### src/rtl/wm_burst_seq.sv
module wm_burst_seq #(
  parameter int BYTES_W = 12,
  parameter int CNT_W   = 8,
  localparam int WDW    = BYTES_W - 2
) (
  input  logic               clk,
  input  logic               rst,
  input  logic               start,
  input  logic [WDW-1:0]     cfg_wml,
  input  logic [BYTES_W-1:0] cfg_blk_bytes,
  input  logic [CNT_W-1:0]   cfg_blk_cnt,
  input  logic               cmd_valid,
  input  logic [1:0]         cmd_type,
  input  logic [WDW-1:0]     buf_words,
  input  logic               acc,
  output logic               busy,
  output logic               burst_req,
  output logic [WDW-1:0]     burst_len,
  output logic [CNT_W-1:0]   blocks_left,
  output logic               done,
  output logic               aborted,
  output logic               cfg_err,
  output logic               proto_err
);
  localparam logic [1:0] CMD_SUSPEND = 2'b01;

  logic             busy_q, open_q, done_q, abort_q, cerr_q, perr_q;
  logic [WDW-1:0]   wml_q, blkw_q, wleft_q, bleft_q, blen_q;
  logic [CNT_W-1:0] orig_q, left_q;

  wire [WDW-1:0] s_words = cfg_blk_bytes[BYTES_W-1:2];
  wire           s_bad   = (cfg_blk_bytes[1:0] != 2'b00) || (s_words == '0) || (cfg_blk_cnt == '0);
  wire [WDW-1:0] s_wml   = ((cfg_wml == '0) || (cfg_wml > s_words)) ? s_words : cfg_wml;
  wire [WDW-1:0] nxt_len = (wml_q < wleft_q) ? wml_q : wleft_q;

  wire suspend = busy_q && cmd_valid && (cmd_type == CMD_SUSPEND);
  wire take    = open_q && acc && !suspend;
  wire stray   = acc && !open_q;
  wire opening = busy_q && !open_q && !suspend && (buf_words >= nxt_len);
  wire blk_end = take && (bleft_q == WDW'(1)) && (wleft_q == WDW'(1));

  always_ff @(posedge clk) begin
    if (rst) begin
      busy_q  <= 1'b0;
      open_q  <= 1'b0;
      done_q  <= 1'b0;
      abort_q <= 1'b0;
      cerr_q  <= 1'b0;
      perr_q  <= 1'b0;
      wml_q   <= '0;
      blkw_q  <= '0;
      wleft_q <= '0;
      bleft_q <= '0;
      blen_q  <= '0;
      orig_q  <= '0;
      left_q  <= '0;
    end else begin
      done_q  <= 1'b0;
      abort_q <= 1'b0;
      if (start && !busy_q) begin
        if (s_bad) begin
          cerr_q <= 1'b1;
        end else begin
          cerr_q  <= 1'b0;
          perr_q  <= 1'b0;
          busy_q  <= 1'b1;
          open_q  <= 1'b0;
          wml_q   <= s_wml;
          blkw_q  <= s_words;
          wleft_q <= s_words;
          orig_q  <= cfg_blk_cnt;
          left_q  <= cfg_blk_cnt;
        end
      end else if (suspend) begin
        busy_q  <= 1'b0;
        open_q  <= 1'b0;
        abort_q <= 1'b1;
        left_q  <= orig_q;
      end else if (busy_q) begin
        if (opening) begin
          open_q  <= 1'b1;
          blen_q  <= nxt_len;
          bleft_q <= nxt_len;
        end
        if (take) begin
          bleft_q <= bleft_q - WDW'(1);
          wleft_q <= wleft_q - WDW'(1);
          if (bleft_q == WDW'(1)) open_q <= 1'b0;
        end
        if (blk_end) begin
          wleft_q <= blkw_q;
          left_q  <= left_q - CNT_W'(1);
          if (left_q == CNT_W'(1)) begin
            busy_q <= 1'b0;
            done_q <= 1'b1;
          end
        end
      end
      if (stray) perr_q <= 1'b1;
    end
  end

  assign busy        = busy_q;
  assign burst_req   = open_q;
  assign burst_len   = blen_q;
  assign blocks_left = left_q;
  assign done        = done_q;
  assign aborted     = abort_q;
  assign cfg_err     = cerr_q;
  assign proto_err   = perr_q;
endmodule


### config.mk
export PLATFORM = sky130hd
export DESIGN_NAME = wm_burst_seq
export DESIGN_NICKNAME = d
export VERILOG_FILES = /design/src/rtl/wm_burst_seq.sv
export SDC_FILE = /design/constraint.sdc
export NUM_CORES = 1
export LEC_CHECK = 0
export BUFFER_PORTS_ARGS = -buffer_cell sky130_fd_sc_hd__clkbuf_2
export CAP_MARGIN = 5
export CORE_ASPECT_RATIO = 0.6
export CORE_UTILIZATION = 40
export DETAILED_ROUTE_END_ITERATION = 10
export PLACE_DENSITY_LB_ADDON = 0.25
export SLEW_MARGIN = 20
export SYNTH_ARGS = -nofsm -noshare
export SYNTH_HDL_FRONTEND = slang
export SYNTH_SLANG_ARGS = --single-unit
export TNS_END_PERCENT = 10
### constraint.sdc
create_clock -name clk -period 3.5 [get_ports clk]
set_clock_uncertainty 0.05 [all_clocks]
set_input_delay 0.175 -clock clk [delete_from_list [all_inputs] [get_ports clk]]
set_output_delay 0.175 -clock clk [all_outputs]
set_load 0.05 [all_outputs]
* Yosys cells after proc, flatten, opt, wreduce, memory -nomap -nowiden
Index checks and enable logic that the tools add are counted.
** Word-level totals
- Register bits :: 72
- Output and inout port bits :: 24
- Word-level logic and storage cells :: 100
** Operators by class
- Add/subtract/negate cells :: 3
- $lt $le $gt $ge :: 3
- Equality and inequality tests :: 7
- Muxes and demuxes :: 33
- Bitwise logic cells :: 5
- Reductions and logical operators :: 36
** Operators by type and width (number)
- $mux W10 :: 10
- $mux W8 :: 5
- $eq A10 B1 Y1 const B :: 2
- $logic_not A10 Y1 :: 2
- $sub A10 B1 Y10 const B :: 2
- $mux W1 :: 18
- $reduce_and A4 Y1 :: 3
- $logic_and A1 B1 Y1 :: 11
- $ge A10 B10 Y1 :: 1
- $gt A10 B10 Y1 :: 1
- $lt A10 B10 Y1 :: 1
- $reduce_bool A3 Y1 :: 3
- $eq A8 B1 Y1 const B :: 1
- $logic_not A8 Y1 :: 1
- $reduce_bool A2 Y1 :: 4
- $sub A8 B1 Y8 const B :: 1
- $reduce_and A2 Y1 :: 3
- $not A1 Y1 :: 5
- $reduce_or A5 Y1 :: 1
- $ne A2 B1 Y1 const B :: 2
- $logic_not A1 Y1 :: 3
- $logic_or A1 B1 Y1 :: 3
- $reduce_and A3 Y1 :: 1
- $eq A2 B1 Y1 const B :: 1
- 2 further kinds :: 2

* Depth between registers and ports, before layout
- Depth in word-level cells :: 11
- Mapped depth :: 17
- Gate-level depth less buffers :: 15

* Worst setup path before layout
No wires, ideal clock.
- Path kind :: reg2reg
- From :: reg wleft_q[5]
- To :: reg bleft_q[4]
- Library setup time :: 81 ps
- Arrival :: 3343 ps
- Setup slack :: 26 ps
- Stages on the path, launching flop included :: 16
- Cells stage by stage :: dfxtp_1 inv_1 ha_1 a211oi_1 a21oi_1 nor4_1 buf_2 mux2i_1 inv_1 ha_1 nand2b_1 a211o_1 a21o_1 a311oi_2 o21ai_0 o211ai_1
** On the way
- Longest elaborated chain between the ends :: 6
- Elaborated cells on any way between the ends :: 8
- Classes of those cells :: order compare (2); mux (3); reduce/logical (3)
** RTL lines
- from (decl) :: line 28 : logic [WDW-1:0] wml_q, blkw_q, wleft_q, bleft_q, blen_q;
- from (signal assigned) :: line 70 : wleft_q <= s_words;
- from (signal assigned) :: line 87 : wleft_q <= wleft_q - WDW'(1);
- from (signal assigned) :: line 91 : wleft_q <= blkw_q;
- $lt A10 B10 Y1 :: line 34 : wire [WDW-1:0] nxt_len = (wml_q < wleft_q) ? wml_q : wleft_q;
- $mux W10 :: line 34
- net nxt_len[0] :: line 34
- $ge A10 B10 Y1 :: line 39 : wire opening = busy_q && !open_q && !suspend && (buf_words >= nxt_len);
- $logic_and A1 B1 Y1 :: line 39
- $reduce_bool A2 Y1 (no source line)
- $reduce_and A4 Y1 (no source line)
- to (signal assigned) :: line 83 : bleft_q <= nxt_len;
- to (signal assigned) :: line 86 : bleft_q <= bleft_q - WDW'(1);
- to (decl) :: line 28
The timed path passes the listed nets, and every way through them passes these cells. The select of a mux whose other input is x is not followed.
A chain may end at the register's enable or synchronous reset.

* Worst setup path in the final report
- From :: reg wleft_q[7]
- To :: reg bleft_q[2]
** On the way
- Longest elaborated chain between the ends :: 6
- Elaborated cells on any way between the ends :: 8
- Classes of those cells :: order compare (2); mux (3); reduce/logical (3)
** RTL lines (line)
- $lt A10 B10 Y1 :: 34
- $mux W10 (*) :: 34
- $ge A10 B10 Y1 :: 39
- $logic_and A1 B1 Y1 :: 39
- $reduce_bool A2 Y1 (no source line)
- $reduce_and A4 Y1 (no source line)
Every way passes the cells marked *; elsewhere a longest branch is shown, timed or not. The select of a mux whose other input is x is not followed.

==> impl_results.md <==
- Register area share after synthesis: 32.4%
- Worst-Margin Slew: 0.753 ns
- Area delta synth->final: 26.5%
- Type of the worst setup path: register to register
- Final #Nets: 730
- Row count: 29
- Post-Place Cells: 768
- Core footprint: 10700 um^2
- GRT Overall Usage: 23.2%
- Clock Latency Late Sink: 0.34 ns
- Min Clock Period, post-route: 3.36 ns
- Global-route wire length before repair: 21300 um
- RePlAce Congestion: 0.892
- Avg Inst Size Synth: 7.99 um^2
- Outcome: finished, violations left
- ANT nets after route: 0
- Period utilization: 96.0%
- Final slew viol count: 0
- Via Count: 4560
- DIE AREA: 11500 um^2
- Iter 0 DRT Violations: 385
- EDFF count, synth: 0
- Worst slack at placement: -0.0377 ns
- Netlist cell types: 56
- Total routed wirelength: 13300 um
- Max-cap violations: 0
- Max H-tree Level: 3
- Clock share of power: 34.4%
- Rel. slew slack: 49.1%
- Die height: 83.6 um
- Synth Register Bits: 72
- Clk root buf: clkbuf_16
- FFs w/ async S/R, synth: 0%
- Primary FF master, synth: dfxtp_1
- Peak supply drop: 0.252 mV
- Final worst slack: 0.140 ns
- Hold_ws: 0.0420 ns
- Post-Synth XOR/XNOR Area: 2.36%
- Avg WL per Cell: 16.8 um
- Fmax: 298 MHz
- Final Hold Fails: 0
- Net Sw Frac: 32.9%
- PortBufs: 70
- Flop pwr share: 35.3%
- Ys Warns: 0
- Initial core utilization: 41.5%
- Initial antenna violation count: 0
- Post-synthesis cell count: 556
- CP Launch Point: wleft_q[7]
- Top-Level Pins: 71
- Worst hold path type: input port to register
- Final Non-Filler Cells: 792
- Hold_sp: cfg_blk_cnt[1]
- Critical Path Start Type: register
- P_leak: 2.30 nW
- Syn_nets: 638
- Setup-failing EPs final: 0
- First drt pass iteration count: 8
- Post-synthesis compound-gate area fraction: 23.2%
- Number of buffers added to fix hold violations after cts: 0
- Crit path required time: 3.71 ns
- Failing checks: design-rule violations
- Comb pwr share: 30.3%
- Clock Pin Slew Worst Setup and Hold Paths: 0.06 ns
- Synthesized area: 4440 um^2
- Crit path DAT: 3.57 ns
- Main combinational cell family by area after synthesis: simple AND/OR/NAND/NOR gates
- Fraction of layout instances using a drive strength above 1: 26.3%
- Reg2Reg Launch Point: wleft_q[7]
- PwrDens: 453 nW/um^2
- # diodes: 0
- CP endpoint kind: register
- Hpwl dp: 9750 um
- Mux cell area share after synthesis: 2.93%
- Fraction of the mapped netlist area in simple logic gates: 23.9%
- Vias in the first global route: 4170
- CTS max path bufs: 2
- Max FO, Critical Path: 7
- Die width: 138 um
- Internal Power: 1.71 mW
- Drt drc: 14
- CTS buffer count: 9
- GR Overflow Total: 0
- Psw: 0.839 mW
- Post-synthesis adder-cell area fraction: 9.85%
- CTS tree: yes
- Largest net degree at the start of global routing: 59
- Via density per instance: 5.76
- Sink Count: 72
## state kept, by name, summed over array words and instances, names as in the netlist
| name | count |
|---|---|
| aborted | 1 |
| bleft_q | 10 |
| blkw_q | 10 |
| blocks_left | 8 |
| burst_len | 10 |
| burst_req | 1 |
| busy | 1 |
| cfg_err | 1 |
| done | 1 |
| orig_q | 8 |
| proto_err | 1 |
| wleft_q | 10 |
| wml_q | 10 |
## what timing repair did
| action | CTS | global route |
|---|---|---|
| setup endpoints to repair | 3 | 20 |
| pin swaps | 0 | 7 |
| buffers inserted | 0 | 7 |
| resized for setup | 3 | 34 |
| gates cloned | 0 | 1 |
## cell usage after synthesis, drive strengths merged, types with 2 or more instances
library cell | count | area share [%]
xnor2 | 10 | 2.0
a211oi | 25 | 4.6
o21ai | 12 | 1.4
nor3 | 23 | 2.8
xor2 | 2 | 0.39
ha | 35 | 9.9
nor4 | 12 | 2.2
or2 | 3 | 0.42
nand4 | 10 | 1.5
nand2 | 70 | 5.9
a21o | 3 | 0.51
o2111ai | 2 | 0.39
nand4b | 2 | 0.39
o211ai | 14 | 2.4
a311oi | 9 | 1.9
nor2 | 57 | 4.8
a221oi | 14 | 2.8
o211a | 2 | 0.45
a31oi | 5 | 1.0
a211o | 2 | 0.39
nor2b | 6 | 0.84
buf | 5 | 0.82
nand3 | 13 | 1.5
a21oi | 50 | 5.6
mux2i | 13 | 2.9
or4 | 2 | 0.34
nand2b | 7 | 0.99
and2 | 2 | 0.28
and3 | 5 | 0.70
clkbuf | 26 | 2.2
nand3b | 3 | 0.51
inv | 28 | 2.4
dfxtp | 72 | 32
## cells by family after synthesis
kind of cell,after synthesis
AOI/OAI and AO/OA,147
xor gates and xnor gates,12
adders and majority gates,35
buffers and inverters,59
DFF,72
muxes,13
and+or+nand+nor,218
## cell usage in the layout, fill, tap and decap left out, types with 10 or more instances in the layout
cell type / count
o211ai_1: 14
ha_1: 28
a221oi_1: 14
buf_4: 41
a21oi_1: 46
nand3_1: 13
xnor2_1: 10
clkbuf_2: 70
inv_1: 26
nand2_1: 70
nor3_1: 22
nor2_1: 55
dfxtp_1: 65
a211oi_1: 19
## power by group through the flow
stage                     clock [mW]  combinational, mW  sequential, mW
after global placement             0              0.663           0.911
after floorplan                    0              0.399           0.964
after global routing           0.936              0.844           0.904
after CTS                      0.895              0.682           0.894
final                          0.877              0.773           0.899
after detailed placement           0              0.675           0.912
## path summary, 6_finish.rpt
kind / slack (ns) / end / depth (start not counted)
min: 0.04 / orig_q[1] / 3
max: 0.14 / bleft_q[2] / 15
max reg2reg: 0.14 / bleft_q[2] / 15
min reg2reg: 0.40 / orig_q[3] / 2
## layer usage
metal	routed length (um)	GRT usage [%]	part of all wire (%)
met2	5470	32.7	41
met5	0	0	0
met3	901	6.43	6.8
met4	144	5.92	1.1
met1	6800	34.2	51
## cell type report
class                      count  area (um^2)
fill                        1008         5080
multi-input combinational    425         2940
sequential                    72         1450
timing repair buffer         112          663
clock buffer                  12          256
tap                          139          174
inverter                      28          105
clock inverter                 4         28.8
## critical path, cell delays in order, from the launching register on
cell and delay, ns:
dfxtp_1 0.31, inv_1 0.13, ha_4 0.23, nand4_1 0.10, nor3_1 0.07, nor4_2 0.29, buf_2 0.23, buf_4 0.14
mux2i_2 0.30, ha_1 0.29, a211o_1 0.31, a21o_1 0.20, a311oi_2 0.26, buf_4 0.19, a221oi_1 0.08, o21ai_1 0.10
## metrics by stage
step	setup TNS (ns)	utilization [%]	power (mW)	instance area, um^2
after floorplan	0	-	1.36	4440
after global placement	0	47.7	1.57	5100
after detailed placement	-0.0885	47.7	1.59	5100
after CTS	0	50.4	2.47	5400
after global routing	-0.123	52.5	2.68	5620
final	0	52.5	2.55	5620
Note: power is estimated with default switching activity, not from simulation.
